<file path="config.mk">
export PLATFORM = sky130hd
export DESIGN_NAME = sector_guard
export DESIGN_NICKNAME = d
export VERILOG_FILES = /design/src/rtl/sg_pkg.sv /design/src/rtl/sg_datapath.sv /design/src/rtl/sg_control.sv /design/src/rtl/sector_guard.sv
export SDC_FILE = /design/constraint.sdc
export NUM_CORES = 1
export LEC_CHECK = 0
export ABC_AREA = 0
export ABC_CLOCK_PERIOD_IN_PS = 4750
export CORE_UTILIZATION = 60
export CTS_CLUSTER_SIZE = 24
export DETAILED_ROUTE_END_ITERATION = 7
export DONT_BUFFER_PORTS = 1
export PLACE_DENSITY = 0.84
export SYNTH_ARGS = -nofsm -noshare
export SYNTH_HDL_FRONTEND = slang
export SYNTH_SLANG_ARGS = --single-unit
</file>
<file path="constraint.sdc">
create_clock -name clk -period 4.75 [get_ports clk]
set_clock_uncertainty 0.2 [all_clocks]
set_input_delay 0.7125 -clock clk [delete_from_list [all_inputs] [get_ports clk]]
set_output_delay 0.7125 -clock clk [all_outputs]
set_load 0.005 [all_outputs]
</file>
<file path="src/rtl/sg_pkg.sv">
package sg_pkg;
  localparam int ADDR_W    = 21;
  localparam int BIG_LOG   = 15;
  localparam int SMALL_LOG = 12;
  localparam int NUM_BIG   = 63;
  localparam int NUM_SMALL = 1 << (BIG_LOG - SMALL_LOG);
  localparam int NUM_SECT  = NUM_BIG + NUM_SMALL;
  localparam int SECT_W    = $clog2(NUM_SECT);
  localparam int BANKB_CNT = 48;
  localparam int OUTER_CNT = 2;

  typedef logic [SECT_W-1:0] sect_t;

  typedef struct packed {
    logic lockSet;
    logic lockClr;
  } lockStrb_t;

  function automatic sect_t sectOf(input logic [ADDR_W-1:0] a);
    logic [ADDR_W-BIG_LOG-1:0]   bigIdx;
    logic [BIG_LOG-SMALL_LOG-1:0] subIdx;
    bigIdx = a[ADDR_W-1:BIG_LOG];
    subIdx = a[BIG_LOG-1:SMALL_LOG];
    if (int'(bigIdx) < NUM_BIG) return sect_t'(bigIdx);
    else return sect_t'(NUM_BIG + int'(subIdx));
  endfunction

  function automatic logic inBankA(input sect_t s);
    return int'(s) >= BANKB_CNT;
  endfunction
endpackage

</file>
<file path="src/rtl/sg_datapath.sv">
module sg_datapath
  import sg_pkg::*;
(
  input  logic              clk,
  input  logic              rst_n,
  input  logic [ADDR_W-1:0] wrAddr,
  input  logic [ADDR_W-1:0] rdAddr,
  input  lockStrb_t         strb,
  output sect_t             sectorIdx,
  output logic              wrBankA,
  output logic              rdBankA,
  output logic              sectLocked,
  output logic              outerBoot
);
  logic [NUM_SECT-1:0] lockBits;
  logic [NUM_SECT-1:0] lockNext;
  sect_t               rdSect;

  assign sectorIdx  = sectOf(wrAddr);
  assign rdSect     = sectOf(rdAddr);
  assign wrBankA    = inBankA(sectorIdx);
  assign rdBankA    = inBankA(rdSect);
  assign sectLocked = lockBits[sectorIdx];
  assign outerBoot  = int'(sectorIdx) >= (NUM_SECT - OUTER_CNT);

  for (genvar s = 0; s < NUM_SECT; s++) begin : g_lock
    logic hit;
    assign hit = (sectorIdx == SECT_W'(s));
    assign lockNext[s] = hit ? (strb.lockSet | (lockBits[s] & ~strb.lockClr))
                             : lockBits[s];
  end

  always_ff @(posedge clk or negedge rst_n) begin
    if (!rst_n) lockBits <= '0;
    else        lockBits <= lockNext;
  end


  lock_set_chk: assert property (@(posedge clk) disable iff (!rst_n)
    strb.lockSet |=> lockBits[$past(sectorIdx)]);


  lock_clr_chk: assert property (@(posedge clk) disable iff (!rst_n)
    (strb.lockClr && !strb.lockSet) |=> !lockBits[$past(sectorIdx)]);


  lock_hold_chk: assert property (@(posedge clk) disable iff (!rst_n)
    (!strb.lockSet && !strb.lockClr) |=> $stable(lockBits));


  sect_range_chk: assert property (@(posedge clk) disable iff (!rst_n)
    int'(sectorIdx) < NUM_SECT);
endmodule

</file>
<file path="src/rtl/sg_control.sv">
module sg_control
  import sg_pkg::*;
(
  input  logic      clk,
  input  logic      rst_n,
  input  logic      ceN,
  input  logic      weN,
  input  logic      oeN,
  input  logic      wpN,
  input  logic      allLock,
  input  logic      vccLow,
  input  logic      lockCmd,
  input  logic      lockVal,
  input  logic      busyValid,
  input  logic      busyBankA,
  input  logic      sectLocked,
  input  logic      outerBoot,
  input  logic      rdBankA,
  output lockStrb_t strb,
  output logic      writeOk,
  output logic      rdConflict
);
  logic busWrite;
  logic hwBlock;
  logic cmdLive;

  assign busWrite = !ceN && !weN && oeN;
  assign hwBlock  = allLock || vccLow || (outerBoot && !wpN);
  assign writeOk  = busWrite && !hwBlock && !sectLocked;

  assign cmdLive      = lockCmd && !vccLow;
  assign strb.lockSet = cmdLive && lockVal;
  assign strb.lockClr = cmdLive && !lockVal;

  assign rdConflict = busyValid && (rdBankA == busyBankA);


  locked_blocks_chk: assert property (@(posedge clk) disable iff (!rst_n)
    sectLocked |-> !writeOk);


  wp_outer_chk: assert property (@(posedge clk) disable iff (!rst_n)
    (!wpN && outerBoot) |-> !writeOk);


  bus_qual_chk: assert property (@(posedge clk) disable iff (!rst_n)
    writeOk |-> (!ceN && !weN && oeN));


  lockout_chk: assert property (@(posedge clk) disable iff (!rst_n)
    vccLow |-> (!writeOk && !strb.lockSet && !strb.lockClr));


  conflict_idle_chk: assert property (@(posedge clk) disable iff (!rst_n)
    !busyValid |-> !rdConflict);
endmodule

</file>
<file path="src/rtl/sector_guard.sv">
module sector_guard
  import sg_pkg::*;
(
  input  logic              clk,
  input  logic              rst_n,
  input  logic [ADDR_W-1:0] wrAddr,
  input  logic [ADDR_W-1:0] rdAddr,
  input  logic              ceN,
  input  logic              weN,
  input  logic              oeN,
  input  logic              wpN,
  input  logic              allLock,
  input  logic              vccLow,
  input  logic              lockCmd,
  input  logic              lockVal,
  input  logic              busyValid,
  input  logic              busyBankA,
  output logic [SECT_W-1:0] sectorIdx,
  output logic              bankA,
  output logic              writeOk,
  output logic              rdConflict
);
  lockStrb_t strb;
  logic      sectLocked;
  logic      outerBoot;
  logic      rdBankA;

  sg_datapath u_dp (
    .clk        (clk),
    .rst_n      (rst_n),
    .wrAddr     (wrAddr),
    .rdAddr     (rdAddr),
    .strb       (strb),
    .sectorIdx  (sectorIdx),
    .wrBankA    (bankA),
    .rdBankA    (rdBankA),
    .sectLocked (sectLocked),
    .outerBoot  (outerBoot)
  );

  sg_control u_ctl (
    .clk        (clk),
    .rst_n      (rst_n),
    .ceN        (ceN),
    .weN        (weN),
    .oeN        (oeN),
    .wpN        (wpN),
    .allLock    (allLock),
    .vccLow     (vccLow),
    .lockCmd    (lockCmd),
    .lockVal    (lockVal),
    .busyValid  (busyValid),
    .busyBankA  (busyBankA),
    .sectLocked (sectLocked),
    .outerBoot  (outerBoot),
    .rdBankA    (rdBankA),
    .strb       (strb),
    .writeOk    (writeOk),
    .rdConflict (rdConflict)
  );
endmodule

</file>
Word-level counts from Yosys, hierarchy flattened:

Index checks and enable logic that the tools add are counted.

* register bits: 71
* latch bits: 0
* bits in writable memories: 0
* memory bits (read-only): 0
* input bits: 54
* output and inout bits: 10
* logic and storage cells: 316
* memories: 0

* add/sub/neg operators: 2
* multiply operators: 0
* div/mod/pow operators: 0
* $lt $le $gt $ge: 6
* equality and inequality tests: 71
* shift-type cells: 0
* mux-type cells: 4
* bitwise gates (word level): 143
* reductions and logical operators: 19

Operator list (count)
* 7-bit by 6-bit == test with 1-bit output (second input constant): 32
* 7-bit by 5-bit == test with 1-bit output (second input constant): 16
* 1-bit AND: 71
* 1-bit OR: 71
* 7-bit by 4-bit == test with 1-bit output (second input constant): 8
* 7-bit == test (second input constant): 7
* 7-bit by 3-bit == test with 1-bit output (second input constant): 4
* 6-bit by 3-bit adder with 7-bit output (first input constant): 2
* 7-bit by 2-bit == test with 1-bit output (second input constant): 2
* 7-bit by 6-bit greater-or-equal comparator with 1-bit output (second input constant): 2
* 7-bit 2-to-1 mux: 2
* 6-bit less-than comparator (second input constant): 2
* 1-bit logical AND: 9
* 7-bit by 8-bit less-than comparator with 1-bit output (second input constant): 1
* 1-bit binary-select mux with 7-bit select: 1
* 7-bit by 1-bit == test with 1-bit output (second input constant): 1
* 7-bit greater-or-equal comparator (second input constant): 1
* 1-bit zero test: 7
* 7-bit zero test: 1
* 1-bit logical OR: 2
* 1-bit == test: 1
* 1-bit 2-to-1 mux: 1
* 1-bit inverter: 1

Logic depth before layout (Yosys ltp):

Gate-level depths: netlist (run 1).

* word-level depth: 8
* gate-level depth with buffers: 12
* gate-level depth less buffers: 11

Hierarchy:

From an unflattened synthesis (run 1), not the netlist that was laid out.

* cells, all modules: 426
* area, all modules: 3709.8 µm²

By module, submodules not included
* sg_datapath: instances 1, cells an instance 419, area each 3649.8 µm², sequential area each 1776.7 µm²
* sg_control: instances 1, cells an instance 7, area each 60.1 µm², sequential area each 0.0 µm²

Worst setup path after synthesis (run 1):

Ideal clock, no wire load.

* path type: in2out
* start: input port wrAddr[12]
* end: output port writeOk
* data arrival time: 2656 ps
* data required time: 3838 ps
* slack: 1181 ps
* stages on the path: 12
* path buffers: 1
* path through: inv_1 -> ha_1 -> ha_1 -> nand2_1 -> o21ai_2 -> inv_2 -> buf_2 -> a21oi_1 -> a221oi_1 -> nor2_1 -> a2111oi_2 -> nor4_2

* word-level cells in the longest chain between the ends: 8
* elaborated cells between the ends (all ways): 11
* those cells by class: add/sub (1); order compare (1); mux (3); reduce/logical (6)

Ends and longest elaborated chain
* start: declaration: line sector_guard.sv:6 `input logic [ADDR_W-1:0] wrAddr,`
* 6-bit by 3-bit adder with 7-bit output (*): line sg_pkg.sv:25 `else return sect_t'(NUM_BIG + int'(subIdx));`
* 7-bit 2-to-1 mux (*): line sg_pkg.sv:24 `if (int'(bigIdx) < NUM_BIG) return sect_t'(bigIdx);`
* named net sectorIdx[2]: line sector_guard.sv:18 `output logic [SECT_W-1:0] sectorIdx,`
* parallel branches: the longest is 5 deep, another holds 1-bit binary-select mux with 7-bit select
* 1-bit logical AND (*): line sg_control.sv:29 `assign writeOk = busWrite && !hwBlock && !sectLocked;`
* end: declaration: line sector_guard.sv:20 `output logic writeOk,`

Mark *: on every way through the listed nets, which the timed path passes. The select of a mux whose other input is x is not followed.

Worst setup path after layout (run 1):

Same ends and word-level chain as after synthesis.

==> summary.md, run 1 <==
| Metric | Value |
|---|---|
| Status | `finished, final reports clean` |
| Switching share of power | `around a quarter` |
| Vias per inst | `6.72` |
| Synth Instances | `406` |
| Cell Pwr Density | `289 mW/mm2` |
| Fillers | `464` |
| Seq/Total Area, Yosys | `a little over two fifths` |
| Top_reg_cell synth | `dfrtp_1` |
| Initial Utilization | `63.7%` |
| Root Driver | `clkbuf_8` |
| Clock latency on the worst-skew pair | `between 0.3 and 0.4 ns` |
| Largest net degree at the start of global routing | `between 70 and 80` |
| Most frequent cells in the layout | `76 x nand2_1, 71 x mux2_2, 71 x dfrtp_1` |
| RSZ-0062 raised after global routing | `false` |
| Die area | `0.00727 mm2` |
| Via count | `around 3,200` |
| Die Span Y | `approximately 85 um` |
| Max capacitance violation total | `0` |
| DRC | `0` |
| Netlist cell types | `54` |
| Hold Crit Class | `input pin to async pin` |
| Setup CP Type | `input pin to output pin` |
| NetSw | `around 0.33 mW` |
| Initial DRT Pass Iterations | `7` |
| R2R Setup Slk | `3.75 ns` |
| Initial DRC count | `roughly 350` |
| Syn_area_per_cell | `a little over 10 um2` |
| Final Hold Fails | `0` |
| Routed length per instance | `20.6 um` |
| Area grow syn2layout | `4.93%` |
| Maximum clock insertion buffer count | `2` |
| Die X | `roughly 85 um` |
| Most common cell after layout, fill and taps aside | `nand2_1` |
| CORE AREA | `around 0.0065 mm2` |
| Number of global-route vias before repair | `3,203` |
| Post-synth EDFFs | `0` |
| First-pass GRT wire length | `roughly 16,000 um` |
| Final setup viols | `0` |
| Clock buffer count from CTS | `9` |
| Nets | `approximately 460` |
| GRT overflow | `0` |
| Yosys reg bits | `just over 70` |
| Drt total wl | `9950 um` |
| Setup TNS | `0 ns` |
| Worst Tran Pin Value | `0.838 ns` |
| Clock net sink count | `slightly above 70` |
| Worst setup EP type | `output pin` |
| Fin crit share | `a little under nine tenths` |
| Total GRT Usage | `between 20% and 30%` |
| Initial antenna violation count | `0` |
| H-tree depth | `3` |
| Clock power share | `33.4%` |
| Cts repair resizes | `0` |
| IO Port Bufs | `0` |
| Min cycle time layout | `between 4 and 5 ns` |
| Total power | `between 1 and 1.5 mW` |
| GPL Wtd Cong | `slightly above 0.9` |
| Flop pwr share | `53.5%` |
| Internal power | `roughly 0.93 mW` |
| Critical path startpoint category | `input pin` |
| Crit path max fanout | `22` |
| R2R depth | `1` |
| Slew Limit Fails | `0` |
| Asr flop ratio synth | `100%` |
| Antenna cells | `0` |
| Crit path required time | `around 3.8 ns` |
| Slew margin rel. | `around 44%` |
| LEAKAGE | `about 2 nW` |
| VDD IR max | `about 0.0002 V` |
| Syn_nets | `approximately 460` |
| Arrival time at the worst endpoint | `approximately 3.2 ns` |
| I/O pin count | `between 60 and 70` |
| Number of core rows | `29` |
| Peak Freq | `between 0.2 and 0.25 GHz` |
| Yosys warns | `0` |
| DRT antenna net count | `0` |
| Syn Std Cell Area | `about 0.0042 mm2` |
| Clk slew on worst S/H paths | `0.07 ns` |
| Final core utilization | `66.8%` |
| Combinational group share of total power | `13.1%` |
| CTS tree | `done` |
| Share of layout cells above drive strength 1 | `between 20% and 30%` |
| Hpwl dp | `around 6800 um` |
==> routing by layer <==
| metal | global-route usage [%] | vias up | part of all wire (%) |
|---|---|---|---|
| met5 | 0 | - | 0 |
| met2 | 47.0 | 201 | 48 |
| met4 | 15.8 | 0 | 3.9 |
| met3 | 7.20 | 46 | 8.8 |
| met1 | 36.8 | 1575 | 39 |
| li1 | - | 1418 | - |
==> how the worst max path moves through the flow <==
stage,end,depth (start not counted),startpoint,slack [ns]
floorplan,writeOk,12,wrAddr[12],1.18
global placement,writeOk,10,wrAddr[12],0.80
detailed placement,writeOk,11,wrAddr[12],0.71
CTS,writeOk,11,wrAddr[12],0.70
global route,writeOk,11,wrAddr[12],0.53
finish,writeOk,11,wrAddr[12],0.65
==> power groups by stage <==
stage	Combinational, mW	Sequential, mW	Clock (mW)
2_1_floorplan	0.134	0.677	0
3_3_place_gp	0.144	0.681	0
3_5_place_dp	0.149	0.686	0
4_1_cts	0.165	0.674	0.430
5_1_grt	0.180	0.679	0.459
6_report	0.166	0.675	0.422
==> area by class of cell <==
type | count | area (um2) | share of cell area, %
multi-input cells | 297 | 2210 | 50.6
flip-flops and latches | 71 | 1780 | 40.7
clock buffers | 13 | 149 | 3.41
well taps | 77 | 96.3 | 2.21
inverters | 17 | 63.8 | 1.46
repair buffers | 4 | 50.0 | 1.15
clock inverters | 3 | 18.8 | 0.430
==> critical path, cell delays in order <==
cell and delay [ns]:
inv_1 0.07, ha_1 0.34, nand2_1 0.11, o21ai_4 0.31, inv_2 0.30, buf_4 0.28, mux2i_1 0.13, a221oi_1 0.30
a21oi_1 0.11, a2111oi_2 0.40, nor4_2 0.12
==> stage by stage <==
step,hold WS [ns],cell area [um2],std cells,setup slack (ns)
after floorplan,0.217,4160,406,1.18
after global placement,0.219,4170,465,0.801
after detailed placement,0.219,4170,465,0.710
after CTS,0.0509,4370,482,0.700
after global routing,0.0617,4370,482,0.528
final,0.0460,4370,482,0.650
==> what timing repair did <==
| action | CTS | global route |
|---|---|---|
| buffers inserted | 0 | 0 |
| hold buffers | 1 | 0 |
| endpoints found under the hold margin | 71 | 0 |
==> cells by family (layout without fill, tap and decap cells) <==
group / count (synthesis) / count (layout) / share of synthesized area [%]
and+or+nand+nor: 160 / 160 / 17.3
muxes: 87 / 87 / 25.6
DFF: 71 / 71 / 42.7
AOI/OAI and AO/OA: 45 / 45 / 8.87
buffers and inverters: 38 / 37 / 4.15
adders and majority gates: 4 / 4 / 1.20
xor gates and xnor gates: 1 / 1 / 0.211
==> cell usage after synthesis (2+ instances only) <==
library cell | instances | area (um2)
and4_1 | 2 | 17.5
buf_2 | 6 | 30.0
buf_1 | 3 | 11.3
nor2b_1 | 3 | 18.8
ha_1 | 4 | 50.1
o21bai_1 | 2 | 15.0
or3_1 | 2 | 12.5
a31oi_1 | 2 | 12.5
a221oi_1 | 5 | 43.8
nand3_1 | 8 | 40.0
nand2_1 | 76 | 285
clkbuf_1 | 9 | 33.8
buf_6 | 3 | 33.8
a21oi_1 | 8 | 40.0
nor2_2 | 2 | 12.5
a32oi_1 | 4 | 35.0
mux2i_1 | 7 | 70.1
nor3_1 | 6 | 30.0
dfrtp_1 | 71 | 1780
o21ai_0 | 5 | 25.0
nand3b_1 | 2 | 15.0
mux4_2 | 7 | 158
o211ai_1 | 2 | 15.0
nor2_1 | 43 | 161
mux2_2 | 71 | 800
inv_1 | 14 | 52.6
nand4_1 | 5 | 31.3
a22oi_1 | 2 | 15.0
o31ai_4 | 2 | 42.5
inv_2 | 3 | 11.3
nand2b_1 | 4 | 25.0
(Power assumes the default switching activity.)
==> run 2: changes to the inputs <==
--- a/config.mk
+++ b/config.mk
@@ -6,7 +6,7 @@
 export NUM_CORES = 1
 export LEC_CHECK = 0
 export ABC_AREA = 0
-export ABC_CLOCK_PERIOD_IN_PS = 4750
+export ABC_CLOCK_PERIOD_IN_PS = 5000
 export CORE_UTILIZATION = 60
 export CTS_CLUSTER_SIZE = 24
 export DETAILED_ROUTE_END_ITERATION = 7
@@ -15,3 +15,4 @@
 export SYNTH_ARGS = -nofsm -noshare
 export SYNTH_HDL_FRONTEND = slang
 export SYNTH_SLANG_ARGS = --single-unit
+export TNS_END_PERCENT = 20
==> constraint.sdc (replaced) <==
create_clock -name clk -period 5 [get_ports clk]
set_clock_uncertainty 0.2 [all_clocks]
set_input_delay 0.75 -clock clk [delete_from_list [all_inputs] [get_ports clk]]
set_output_delay 0.75 -clock clk [all_outputs]
set_load 0.005 [all_outputs]
==> run 2 against run 1 <==
  * Cell count is 0.21% lower
  * First-iteration DRC count is 25% lower
  * Setup slack better by 0.11 ns
  * Largest power group unchanged
  * Highest routed layer unchanged
==> summary.md, run 2 (synthesis results as in run 1) <==
| Metric | Value |
|---|---|
| Nets | `457 (-0.22%)` |
| Maximum clock insertion buffer count | `2 (unchanged)` |
| Crit-path max cell delay | `0.53 ns (+0.13 ns)` |
| Storage cell area | `0.00178 mm2 (unchanged)` |
| I/O pin count | `64 (unchanged)` |
| Crit path required time | `4.05 ns (+0.21 ns)` |
| Share of layout cells above drive strength 1 | `27.2% (+0.067 points)` |
| NetSw | `0.319 mW (-4.1%)` |
| Slew Limit Fails | `0 (unchanged)` |
| Arrival time at the worst endpoint | `3.29 ns (+0.10 ns)` |
| Hpwl dp | `6640 um (-1.7%)` |
| Min cycle time layout | `roughly 4.2 ns` |
| Final Hold Fails | `0 (unchanged)` |
| Setup TNS | `0 ns (unchanged)` |
| R2R Setup Slk | `4.00 ns (+0.25 ns)` |
| R2R depth | `1 (unchanged)` |
| Routed length per instance | `20.4 um (-1.3%)` |
| Area grow syn2layout | `6.11%` |
| DP Worst Slack | `0.798 ns (+0.0878 ns)` |
| Initial DRT Pass Iterations | `5 (-2)` |
| Initial antenna violation count | `0 (unchanged)` |
| GPL Wtd Cong | `0.908 (-1.8%)` |
| Non-filler instance count after layout | `481 (-0.21%)` |
| Peak Freq | `approximately 0.24 GHz` |
| Status | `finished, final reports clean` |
| Placed cells | `464 (-0.22%)` |
| RSZ-0062 raised after global routing | `false` |
| Initial DRC count | `263 (-25%)` |
| Combinational group share of total power | `11.9% (-1.2 points)` |
| Die X | `85.3 um (unchanged)` |
| Internal power | `0.998 mW (+7.3%)` |
| VDD IR max | `0.000239 V (+22%)` |
| Worst-path cell chain | `inv_1 -> ha_1 -> nand2_1 -> o21ai_4 -> inv_2 -> mux2_1 -> a32oi_1 -> o211a_1 -> o221ai_1 -> nor4_2` |
| Antenna cells | `0 (unchanged)` |
| Final setup viols | `0 (unchanged)` |
| DRC | `0 (unchanged)` |
| Clock net sink count | `71 (unchanged)` |
| DRT antenna net count | `0 (unchanged)` |
| Multi-input gate area | `0.00221 mm2 (unchanged)` |
| Cts repair resizes | `0 (unchanged)` |
| Initial Utilization | `63.7% (unchanged)` |
| Most common cell after layout, fill and taps aside | `nand2_1` |
| Final WS setup | `0.758 ns (+0.108 ns)` |
| Number of global-route vias before repair | `3,232 (+0.91%)` |
| Largest net degree at the start of global routing | `72 (unchanged)` |
| LEAKAGE | `1.97 nW (+1.1%)` |
| Setup CP Type | `input pin to output pin` |
| Hold Crit Class | `input pin to async pin` |
| Clock latency on the worst-skew pair | `0.35 ns (about the same)` |
| GRT overflow | `0 (unchanged)` |
| Max capacitance violation total | `0 (unchanged)` |
| Die area | `0.00727 mm2 (unchanged)` |
| Worst Tran Pin Value | `0.912 ns (+0.0744 ns)` |
| Root Driver | `clkbuf_8` |
| Clk slew on worst S/H paths | `0.07 ns (about the same)` |
| Flop pwr share | `48.7% (-4.8 points)` |
| Vias per inst | `6.62 (-1.6%)` |
| Fin crit share | `a little over four fifths` |
| IO Port Bufs | `0 (unchanged)` |
| Slowest CP cell | `inv_2` |
| H-tree depth | `3 (unchanged)` |
| Total GRT Usage | `29.5% (+0.25 points)` |
| CTS tree | `done` |
| Most frequent cells in the layout | `76 x nand2_1, 71 x mux2_2, 71 x dfrtp_1` |
| Cell Pwr Density | `298 mW/mm2 (+3.1%)` |
| Switching share of power | `24.2% (-2.1 points)` |
| Number of core rows | `29 (unchanged)` |
| Fillers | `465 (+0.22%)` |
| CORE AREA | `0.00653 mm2 (unchanged)` |
| First-pass GRT wire length | `16,100 um (+1.2%)` |
| Critical path startpoint category | `input pin` |
| Clock power share | `39.4% (+6.0 points)` |
| Clock buffer count from CTS | `9 (unchanged)` |
| Slew margin rel. | `39.1% (-4.9 points)` |
| Worst setup EP type | `output pin` |
| Via count | `3,182 (-1.8%)` |
| Final core utilization | `67.6% (+0.75 points)` |
| Crit path max fanout | `31 (+41%)` |
| Die Span Y | `85.3 um (unchanged)` |
| Drt total wl | `9790 um (-1.5%)` |
run 2: cell types whose count changed in the layout (fill, tap and decap cells not counted), sizes merged:
cell	change
buf	-1
clkinv	-2
bufinv	+2
run 2: cell type report:
type                       count  share of cell area [%]
inverter                      17                    1.45
clock buffer                  13                    3.60
timing repair buffer           3                   0.964
multi-input combinational    297                    50.1
sequential                    71                    40.2
tap                           77                    2.18
clock inverter                 3                    1.47
run 2: layer usage:
metal | vias to the layer above | global-route usage (%) | wire length, um
met4 | 0 | 14.2 | 347
met1 | 1529 | 38.3 | 3850
met3 | 35 | 7.59 | 943
met2 | 193 | 46.6 | 4660
li1 | 1425 | - | -
met5 | - | 0 | 0
run 2: worst max-delay path: cells and delay by family:
family	cells	cell delay (ns)
adder cells (fa/ha/maj)	1	0.35
AND/OR/NAND/NOR	2	0.55
multiplexers	1	0.39
AO/OA/AOI/OAI	4	0.63
buffers and inverters	2	0.60
run 2: repair_timing:
item,CTS,global route
endpoints found under the hold margin,71,0
setup buffers,0,0
hold buffers,1,0
run 2: how the worst max path moves through the flow:
stage                     startpoint  cells past startpoint  slack (ns)      end
after floorplan           wrAddr[12]                     12        1.36  writeOk
after global placement    wrAddr[12]                     10        0.81  writeOk
after detailed placement  wrAddr[12]                     10        0.80  writeOk
after CTS                 wrAddr[12]                     10        0.78  writeOk
after global routing      wrAddr[12]                     10        0.61  writeOk
final                     wrAddr[12]                     10        0.76  writeOk
run 2: power groups by stage:
stage | Combinational [mW] | Sequential, mW | Clock, mW
floorplan | 0.127 | 0.643 | 0
global placement | 0.136 | 0.647 | 0
detailed placement | 0.141 | 0.652 | 0
CTS | 0.156 | 0.640 | 0.524
global route | 0.171 | 0.645 | 0.556
finish | 0.156 | 0.641 | 0.519
run 2: stage by stage:
step	hold slack [ns]	total power [mW]	cell area (um2)
floorplan	0.254	0.770	4160
global placement	0.256	0.783	4160
detailed placement	0.256	0.792	4160
CTS	0.0842	1.32	4410
global route	0.0905	1.37	4410
finish	0.0677	1.32	4410
